--- src/rtl/tlb_pkg.sv ---
package tlb_pkg;

  typedef enum logic [1:0] {
    ACC_READ  = 2'd0,
    ACC_WRITE = 2'd1,
    ACC_EXEC  = 2'd2,
    ACC_BAD   = 2'd3
  } acc_e;

  typedef enum logic [1:0] {
    ST_IDLE,
    ST_LOOK,
    ST_WREQ,
    ST_WAIT
  } tlb_state_e;

  localparam int RIGHTS_W = 3;
  localparam int CMODE_W  = 2;

endpackage

--- src/rtl/tlb_array.sv ---
module tlb_array
  import tlb_pkg::*;
#(
  parameter int ENTRIES = 16,
  parameter int VPN_W   = 20,
  parameter int PPN_W   = 20,
  parameter int ASID_W  = 12,
  parameter int IDX_W   = $clog2(ENTRIES)
) (
  input  logic                clk,
  input  logic                rst,
  input  logic [VPN_W-1:0]    cmp_vpn,
  input  logic                cmp_user,
  input  logic [ASID_W-1:0]   cmp_asid,
  output logic                hit,
  output logic [PPN_W-1:0]    hit_ppn,
  output logic [RIGHTS_W-1:0] hit_rights,
  output logic [CMODE_W-1:0]  hit_cmode,
  output logic [ENTRIES-1:0]  valid_vec,
  input  logic                wr_en,
  input  logic [IDX_W-1:0]    wr_idx,
  input  logic [VPN_W-1:0]    wr_vpn,
  input  logic                wr_user,
  input  logic [ASID_W-1:0]   wr_asid,
  input  logic                wr_glob,
  input  logic [PPN_W-1:0]    wr_ppn,
  input  logic [RIGHTS_W-1:0] wr_rights,
  input  logic [CMODE_W-1:0]  wr_cmode,
  input  logic                fl_local,
  input  logic                fl_all,
  input  logic                inv_en,
  input  logic [VPN_W-1:0]    inv_vpn,
  input  logic                inv_user
);

  logic [ENTRIES-1:0]  e_val;
  logic [ENTRIES-1:0]  e_glob;
  logic [ENTRIES-1:0]  e_user;
  logic [VPN_W-1:0]    e_vpn    [ENTRIES];
  logic [ASID_W-1:0]   e_asid   [ENTRIES];
  logic [PPN_W-1:0]    e_ppn    [ENTRIES];
  logic [RIGHTS_W-1:0] e_rights [ENTRIES];
  logic [CMODE_W-1:0]  e_cmode  [ENTRIES];

  logic [ENTRIES-1:0]  match;
  logic [ENTRIES-1:0]  inv_hit;

  // Per-entry tag comparators
  for (genvar g = 0; g < ENTRIES; g++) begin : g_cmp
    assign match[g] = e_val[g] && (e_vpn[g] == cmp_vpn) && (e_user[g] == cmp_user) &&
                      (e_glob[g] || (e_asid[g] == cmp_asid));
    assign inv_hit[g] = (e_vpn[g] == inv_vpn) && (e_user[g] == inv_user);
  end

  // Valid bits: flush and invalidation dominate a write
  always_ff @(posedge clk) begin
    if (rst) begin
      e_val <= '0;
    end else begin
      for (int i = 0; i < ENTRIES; i++) begin
        if (fl_all)
          e_val[i] <= 1'b0;
        else if (fl_local && !e_glob[i])
          e_val[i] <= 1'b0;
        else if (inv_en && inv_hit[i])
          e_val[i] <= 1'b0;
        else if (wr_en && (wr_idx == IDX_W'(i)))
          e_val[i] <= 1'b1;
      end
    end
  end

  // Payload storage, no reset needed
  always_ff @(posedge clk) begin
    if (wr_en) begin
      e_vpn[wr_idx]    <= wr_vpn;
      e_asid[wr_idx]   <= wr_asid;
      e_ppn[wr_idx]    <= wr_ppn;
      e_rights[wr_idx] <= wr_rights;
      e_cmode[wr_idx]  <= wr_cmode;
      e_glob[wr_idx]   <= wr_glob;
      e_user[wr_idx]   <= wr_user;
    end
  end

  // One-hot mux of the matching entry
  always_comb begin
    hit        = |match;
    hit_ppn    = '0;
    hit_rights = '0;
    hit_cmode  = '0;
    for (int i = 0; i < ENTRIES; i++) begin
      hit_ppn    = hit_ppn    | ({PPN_W{match[i]}} & e_ppn[i]);
      hit_rights = hit_rights | ({RIGHTS_W{match[i]}} & e_rights[i]);
      hit_cmode  = hit_cmode  | ({CMODE_W{match[i]}} & e_cmode[i]);
    end
  end

  assign valid_vec = e_val;

endmodule

--- src/rtl/tlb_victim.sv ---
module tlb_victim #(
  parameter int ENTRIES = 16,
  parameter int IDX_W   = $clog2(ENTRIES)
) (
  input  logic               clk,
  input  logic               rst,
  input  logic [ENTRIES-1:0] valid_vec,
  input  logic               adv,
  output logic [IDX_W-1:0]   idx
);

  logic [IDX_W-1:0] rr;
  logic [IDX_W-1:0] free_idx;
  logic             any_free;

  // Lowest-numbered free slot wins
  always_comb begin
    any_free = 1'b0;
    free_idx = '0;
    for (int i = ENTRIES - 1; i >= 0; i--) begin
      if (!valid_vec[i]) begin
        any_free = 1'b1;
        free_idx = IDX_W'(i);
      end
    end
    idx = any_free ? free_idx : rr;
  end

  always_ff @(posedge clk) begin
    if (rst)
      rr <= '0;
    else if (adv && !any_free)
      rr <= (rr == IDX_W'(ENTRIES - 1)) ? '0 : rr + 1'b1;
  end

endmodule

--- src/rtl/tlb_top.sv ---
module tlb_top
  import tlb_pkg::*;
#(
  parameter int VPN_W   = 20,
  parameter int PPN_W   = 20,
  parameter int VMID_W  = 4,
  parameter int PCID_W  = 8,
  parameter int ENTRIES = 16
) (
  input  logic                      clk,
  input  logic                      rst,
  input  logic                      lk_valid,
  input  logic [VPN_W-1:0]          lk_vpn,
  input  logic                      lk_user,
  input  logic [1:0]                lk_acc,
  input  logic [VMID_W-1:0]         cur_vmid,
  input  logic [PCID_W-1:0]         cur_pcid,
  output logic                      lk_busy,
  output logic                      rsp_valid,
  output logic [PPN_W-1:0]          rsp_ppn,
  output logic                      rsp_fault,
  output logic [1:0]                rsp_cmode,
  input  logic                      flush_cmd,
  input  logic                      flush_all,
  input  logic                      inval_valid,
  input  logic [VPN_W-1:0]          inval_vpn,
  input  logic                      inval_user,
  output logic                      walk_req_valid,
  input  logic                      walk_req_ready,
  output logic [VPN_W-1:0]          walk_req_vpn,
  output logic                      walk_req_user,
  output logic [VMID_W+PCID_W-1:0]  walk_req_asid,
  input  logic                      walk_rsp_valid,
  input  logic [PPN_W-1:0]          walk_rsp_ppn,
  input  logic [2:0]                walk_rsp_rights,
  input  logic [1:0]                walk_rsp_cmode,
  input  logic                      walk_rsp_global
);

  localparam int ASID_W = VMID_W + PCID_W;
  localparam int IDX_W  = $clog2(ENTRIES);

  tlb_state_e          st;
  logic [VPN_W-1:0]    q_vpn;
  logic                q_user;
  acc_e                q_acc;
  logic [ASID_W-1:0]   q_asid;
  logic                stale;

  logic                hit;
  logic [PPN_W-1:0]    hit_ppn;
  logic [RIGHTS_W-1:0] hit_rights;
  logic [CMODE_W-1:0]  hit_cmode;
  logic [ENTRIES-1:0]  valid_vec;
  logic [IDX_W-1:0]    vic_idx;
  logic                wr_en;
  logic                any_fl;
  logic                kill;
  logic                allowed;

  assign any_fl  = flush_cmd | flush_all | inval_valid;
  assign kill    = flush_cmd | flush_all |
                   (inval_valid && (inval_vpn == q_vpn) && (inval_user == q_user));
  assign wr_en   = (st == ST_WAIT) && walk_rsp_valid && !stale && !any_fl;
  assign allowed = (q_acc != ACC_BAD) && hit_rights[q_acc];

  tlb_array #(
    .ENTRIES(ENTRIES), .VPN_W(VPN_W), .PPN_W(PPN_W), .ASID_W(ASID_W), .IDX_W(IDX_W)
  ) u_array (
    .clk        (clk),
    .rst        (rst),
    .cmp_vpn    (q_vpn),
    .cmp_user   (q_user),
    .cmp_asid   (q_asid),
    .hit        (hit),
    .hit_ppn    (hit_ppn),
    .hit_rights (hit_rights),
    .hit_cmode  (hit_cmode),
    .valid_vec  (valid_vec),
    .wr_en      (wr_en),
    .wr_idx     (vic_idx),
    .wr_vpn     (q_vpn),
    .wr_user    (q_user),
    .wr_asid    (q_asid),
    .wr_glob    (walk_rsp_global),
    .wr_ppn     (walk_rsp_ppn),
    .wr_rights  (walk_rsp_rights),
    .wr_cmode   (walk_rsp_cmode),
    .fl_local   (flush_cmd),
    .fl_all     (flush_all),
    .inv_en     (inval_valid),
    .inv_vpn    (inval_vpn),
    .inv_user   (inval_user)
  );

  tlb_victim #(.ENTRIES(ENTRIES), .IDX_W(IDX_W)) u_victim (
    .clk       (clk),
    .rst       (rst),
    .valid_vec (valid_vec),
    .adv       (wr_en),
    .idx       (vic_idx)
  );

  always_ff @(posedge clk) begin
    if (rst) begin
      st             <= ST_IDLE;
      q_vpn          <= '0;
      q_user         <= 1'b0;
      q_acc          <= ACC_READ;
      q_asid         <= '0;
      stale          <= 1'b0;
      rsp_valid      <= 1'b0;
      rsp_ppn        <= '0;
      rsp_fault      <= 1'b0;
      rsp_cmode      <= '0;
      walk_req_valid <= 1'b0;
    end else begin
      rsp_valid <= 1'b0;
      unique case (st)
        ST_IDLE: begin
          if (lk_valid) begin
            q_vpn  <= lk_vpn;
            q_user <= lk_user;
            q_acc  <= acc_e'(lk_acc);
            q_asid <= {cur_vmid, cur_pcid};
            st     <= ST_LOOK;
          end
        end
        ST_LOOK: begin
          // A maintenance command this cycle forces a fresh compare
          if (!any_fl) begin
            if (hit) begin
              rsp_valid <= 1'b1;
              rsp_fault <= !allowed;
              rsp_ppn   <= allowed ? hit_ppn : '0;
              rsp_cmode <= allowed ? hit_cmode : '0;
              st        <= ST_IDLE;
            end else begin
              walk_req_valid <= 1'b1;
              stale          <= 1'b0;
              st             <= ST_WREQ;
            end
          end
        end
        ST_WREQ: begin
          if (kill) stale <= 1'b1;
          if (walk_req_ready) begin
            walk_req_valid <= 1'b0;
            st             <= ST_WAIT;
          end
        end
        ST_WAIT: begin
          if (kill) stale <= 1'b1;
          if (walk_rsp_valid) st <= ST_LOOK;
        end
        default: st <= ST_IDLE;
      endcase
    end
  end

  assign lk_busy       = (st != ST_IDLE);
  assign walk_req_vpn  = q_vpn;
  assign walk_req_user = q_user;
  assign walk_req_asid = q_asid;

endmodule

--- config.mk ---
export PLATFORM = sky130hd
export DESIGN_NAME = tlb_top
export DESIGN_NICKNAME = d
export VERILOG_FILES = /design/src/rtl/tlb_pkg.sv /design/src/rtl/tlb_array.sv /design/src/rtl/tlb_victim.sv /design/src/rtl/tlb_top.sv
export SDC_FILE = /design/constraint.sdc
export NUM_CORES = 2
export LEC_CHECK = 0
export BUFFER_PORTS_ARGS = -buffer_cell sky130_fd_sc_hd__buf_4
export CORE_ASPECT_RATIO = 2
export CORE_MARGIN = 8
export CORE_UTILIZATION = 35
export CTS_CLUSTER_DIAMETER = 80
export DETAILED_ROUTE_END_ITERATION = 12
export SYNTH_ARGS = -nofsm -noshare
export SYNTH_HDL_FRONTEND = slang
export SYNTH_SLANG_ARGS = --single-unit
--- constraint.sdc ---
create_clock -name clk -period 7.62 [get_ports clk]
set_input_delay 0.762 -clock clk [delete_from_list [all_inputs] [get_ports clk]]
set_output_delay 0.762 -clock clk [all_outputs]
set_load 0.01 [all_outputs]
# Word level (Yosys, flattened, before mapping)
# Memory sizes are Yosys's and may differ from the RTL's.
# Cells that the tools add are included.
# word_totals
reg_bits	115
ramBits	912
out_inout_bits	59
mem_count	5
# mem_list
memory	words	width	read_ports	rd_clocked_by_memory_dff	wr	line_no	text
u_array.e_ppn	16	20	16	0	1	tlb_array.sv:41	logic [PPN_W-1:0] e_ppn [ENTRIES];
u_array.e_vpn	16	20	16	0	1	tlb_array.sv:39	logic [VPN_W-1:0] e_vpn [ENTRIES];
u_array.e_asid	16	12	16	0	1	tlb_array.sv:40	logic [ASID_W-1:0] e_asid [ENTRIES];
u_array.e_rights	16	3	16	0	1	tlb_array.sv:42	logic [RIGHTS_W-1:0] e_rights [ENTRIES];
u_array.e_cmode	16	2	16	0	1	tlb_array.sv:43	logic [CMODE_W-1:0] e_cmode [ENTRIES];
# classes
addsub	1
n_lt_le_gt_ge	3
eq_ne	108
mux	59
bitwise_logic	98
reduce_logical	185
# ops
operator	n
== test 20 bit	33
bitwise AND 20 bit	16
bitwise OR 20 bit	15
== test 12 bit	16
logical AND 1 bit	120
2-to-1 mux 4 bit	18
OR reduction 4 bit	16
bitwise AND 3 bit	16
bitwise OR 3 bit	15
== test 4 bit (second input constant)	9
== test 1 bit	33
bitwise AND 2 bit	16
bitwise mux 16 bit	2
bitwise OR 2 bit	15
2-to-1 mux 1 bit	27
logical NOT 1 bit	20
2-to-1 mux 20 bit	1
== test 4 x 3 -> 1 bit (second input constant)	4
logical OR 1 bit	16
OR reduction 16 bit	1
2-to-1 mux 2 bit	6
inequality test 2 bit (second input constant)	6
AND reduction 4 bit	3
== test 4 x 2 -> 1 bit (second input constant)	2
other kinds (21)	28

# Longest topological paths before layout
# depth
ltp_word	24
mapped_depth	14
ltp_nobuf	9

# By module
# A second synthesis with hierarchy kept.
# hier_totals
cells_unflattened	3289
area_unflattened_um2	47682.0
# modules_own_cells
mod	instances	cells_per_inst	area_per_inst_um2
tlb_array	1	2926	44735.4
tlb_top	1	305	2544.9
tlb_victim	1	58	401.6

# Least setup slack after synthesis
# Ideal clock, no wire load.
# synth_timing
kind	input-to-reg
start	in flush_cmd
end	reg u_array.e_val[0] (netlist: u_array.valid_vec[0])
setup_time_ns	0.076
arrival_ns	6.602
required_ns	7.544
slack_ns	0.942
stages	8
n_path_buf	1
cell_sequence	clkbuf_1 -> or3_1 -> nor3_1 -> nand2b_1 -> nor2_1 -> nand2_1 -> nor3_1 -> o221a_2
# synth_via
elab_chain_len	5
elab_cells_between_ends	7
classes_between	2 x bitwise; 5 x reduce/logical
# synth_lines
item	line_no	text
from (decl)	tlb_top.sv:23	input logic flush_cmd,
bitwise OR 1 bit (2 in series)	tlb_top.sv:61	assign any_fl = flush_cmd | flush_all | inval_valid;
logical NOT 1 bit	-	
logical AND 1 bit	tlb_top.sv:64	assign wr_en = (st == ST_WAIT) && walk_rsp_valid && !stale && !any_fl;
logical AND 1 bit	tlb_array.sv:67	else if (wr_en && (wr_idx == IDX_W'(i)))
to (signal, indexed assignment)	tlb_array.sv:64	e_val[i] <= 1'b0;
to (signal, indexed assignment)	tlb_array.sv:66	e_val[i] <= 1'b0;
to (signal, indexed assignment)	tlb_array.sv:68	e_val[i] <= 1'b1;
to (decl)	tlb_array.sv:36	logic [ENTRIES-1:0] e_val;
# Several ways; a longest one is shown, not always the timed one.
# A chain may end at the register's enable or synchronous reset.

# Worst setup path after layout
# layout_timing
start	reg q_asid[6] (netlist: walk_req_asid[6])
end	reg rsp_ppn[12]
# layout_via
elab_chain_len	23
elab_cells_between_ends	116
classes_between	16 x eq/ne; 3 x mux; 62 x bitwise; 35 x reduce/logical
# layout_lines
item	line_no	text
from (decl)	tlb_top.sv:47	logic [ASID_W-1:0] q_asid;
from (signal assigned)	tlb_top.sv:125	q_asid <= {cur_vmid, cur_pcid};
== test 12 bit	tlb_array.sv:51	(e_glob[g] || (e_asid[g] == cmp_asid));
logical OR 1 bit	tlb_array.sv:51	
logical AND 1 bit	tlb_array.sv:50	assign match[g] = e_val[g] && (e_vpn[g] == cmp_vpn) && (e_user[g] == cmp_user) &&
bitwise AND 3 bit	tlb_array.sv:94	hit_rights = hit_rights | ({RIGHTS_W{match[i]}} & e_rights[i]);
bitwise OR 3 bit (15 in series)	tlb_array.sv:94	
binary-select mux 1 bit (select 2 bit)	tlb_top.sv:65	assign allowed = (q_acc != ACC_BAD) && hit_rights[q_acc];
2-to-1 mux 1 bit (implied by the code)	tlb_top.sv:65	
logical AND 1 bit	tlb_top.sv:65	
2-to-1 mux 20 bit	tlb_top.sv:135	rsp_ppn <= allowed ? hit_ppn : '0;
to (signal assigned)	tlb_top.sv:135	
to (decl)	tlb_top.sv:20	output logic [PPN_W-1:0] rsp_ppn,
# Several ways; a longest one is shown, not always the timed one. The select of a mux whose other input is x is not followed.

==> results.tsv <==
metric	value	unit
status	finished, final reports clean	
maxCapViolations	0	
rsz0062_at_grt	false	
die_y	524	um
wl_per_cell	30.8	um
async_flop_share	0	
grt_max_degree	61	
hold_viol	0	
grt_pass1_vias	29381	
setup_violations	0	
cpPeakStageDelay	1.16	ns
min_period_over_period	0.661	
cts_tree	yes	
netlist_area	45200	um^2
finalWeightedCongestion	0.955	
min_period	5.04	ns
dr.max_layer_used	met5	
cts_max_level	3	
clk_latency	0.72	ns
worst_pin_slew	1.43	ns
layout_setup_ws	2.58	ns
synth_area_leaders	edfxtp_1 63%, xnor2_1 11%, xor2_1 6.1%	
synth_nets	3242	
io_buffers	148	
critPathKind	flop to flop	
ys_ff_latch	1027	
cpMaxStageDelayCell	o31ai_1	
drive_above_1_share	0.137	
dp_slack	2.73	ns
met2_length	80500	um
grt_pass1_wl	219000	um
critPathLaunchType	flop	
fin_skew	0.0358	ns
max_freq	0.199	GHz
vdd_drop_max	0.000168	V
initial_core_util	0.352	
antenna_found_initial	8	
final_net_count	3403	
critical_path.max_fanout	25	
total_power	0.0119	W
wl_met3	8730	um
ctsHoldBuffers	0	
hold_class	primary input to flop	
grt-ovfl-total	0	
cts_setup_buffers	0	
area_growth	14.2	%
coreArea	128000	um^2
synth_edf_count	944	
cp.arrival	5.69	ns
synth_cells	3146	
cts_root_buf	clkbuf_16	
rows	186	
grt_usage	0.215	
dr_total_vias	28353	
maxSlewHeadroom	0.0407	
syn_avg_cell_area	14.4	um^2
drc	0	
die_w	270	um
slew_viol_final	0	
numCtsBuffers	86	
yosysMostFrequentCell	edfxtp_1	
synth_cell_types	66	
yosysSeqAreaShare	0.665	
synthFlopType	edfxtp_1	
wl_met1	53600	um
clock_sinks	1027	
dr.pass1.iters	6	
io_pins	149	
ant_nets	0	
finalSetupTns	0	ns
yosys_warnings	0	
post_cts_resized	0	
first_iter_violations	2695	
crit_path_cell_trace	buf_4 > xnor2_1 > nand4_1 > o31ai_1 > and4_1 > buf_4 > nor4_1 > and4_1 > nor3_2 > o21ai_0 > o21ai_2	
die-area	141000	um^2
clockBufferDepth	3	
synth_top_area_cell	edfxtp_1	
power.leakage	16.5	nW
cp.required	8.28	ns
synth.top_cell.area_share	0.628	
drt-total-wl	156000	um
viasPerCell	5.59	
dpl.hpwl	105000	um
yosys-top-cells-count	944 x edfxtp_1, 569 x xnor2_1, 314 x xor2_1	
holdWs	0.282	ns
end_kind	flop	
p_per_area	231	nW/um^2
clk_pin_slew	0.07	ns
## routing by layer
layer  up-vias  GRT usage
met5         -          0
li1      12134          -
met2      1278      0.388
met4        14      0.163
met3       506     0.0369
met1     14421      0.220
## through the flow
step	instances	util	cell area, um^2
2_1_floorplan	3146	-	45200
3_3_place_gp	4911	0.379	48600
3_5_place_dp	4911	0.379	48600
4_1_cts	5071	0.402	51500
5_1_grt	5072	0.402	51500
6_report	5073	0.402	51500
## kinds of logic (layout without fill, tap and decap cells)
| group | count (synthesis) | after routing | synth area share |
|---|---|---|---|
| flops | 1027 | 1027 | 0.665 |
| xor+xnor | 883 | 883 | 0.171 |
| simple gates | 670 | 670 | 0.0834 |
| compound gates | 351 | 351 | 0.0584 |
| buf+inv | 204 | 437 | 0.0195 |
| fa+ha+maj | 6 | 6 | 0.00166 |
| mux | 5 | 5 | 0.00119 |
| other cells | 0 | 2 | 0 |
## final cells by class
| cell class | instances | area, um^2 |
|---|---|---|
| Timing Repair Buffer | 247 | 1920 |
| Sequential cell | 1027 | 30100 |
| Fill cell | 11789 | 76700 |
| Antenna cell | 2 | 5.00 |
| Multi-Input combinational cell | 1915 | 14400 |
| Clock buffer | 113 | 2420 |
| Clock inverter | 47 | 513 |
| Tap cell | 1692 | 2120 |
| Inverter | 30 | 113 |
## sequential cells by signal, summed over array words and instances (netlist names), 4 cells and up
name / flops
u_array.e_rights: 48
rsp_ppn: 20
u_array.e_glob: 16
u_array.e_vpn: 320
u_array.valid_vec: 16
u_array.e_cmode: 32
u_array.e_asid: 192
walk_req_vpn: 20
walk_req_asid: 12
u_victim.rr: 4
u_array.e_user: 16
u_array.e_ppn: 320
## report_power, final
part / internal [W] / total [W] / switching [W]
registers: 0.00620 / 0.00635 / 0.000149
clock network: 0.00242 / 0.00461 / 0.00219
logic: 0.000330 / 0.000940 / 0.000610
## critical path, delay by kind of cell (launching register included)
| family | cells | cell delay (ns) |
|---|---|---|
| AO/OA/AOI/OAI | 3 | 1.68 |
| XOR/XNOR | 1 | 0.13 |
| buffers and inverters | 2 | 0.64 |
| flip-flops | 1 | 0.72 |
| AND/OR/NAND/NOR | 5 | 1.76 |
## cells in the final DEF (no fill, tap or decap), types with 64 or more instances in the layout
| cell | synthesis | layout |
|---|---|---|
| a21oi_1 | 72 | 64 |
| a22oi_1 | 93 | 93 |
| buf_4 | 5 | 242 |
| clkbuf_16 | 0 | 88 |
| edfxtp_1 | 944 | 944 |
| nand2_1 | 141 | 141 |
| nand4_1 | 220 | 220 |
| nor4_1 | 127 | 126 |
| xnor2_1 | 569 | 569 |
| xor2_1 | 314 | 314 |
## final timing paths
kind | startpoint | end | slack [ns] | cells past startpoint
worst min-delay path | lk_vpn[10] | walk_req_vpn[10] | 0.28 | 3
worst min register to register | rsp_ppn[1] | rsp_ppn[1] | 0.47 | 2
worst max register to register | walk_req_asid[6] | rsp_ppn[12] | 2.58 | 11
worst max-delay path | walk_req_asid[6] | rsp_ppn[12] | 2.58 | 11
Power figures use the tool's default switching activity.
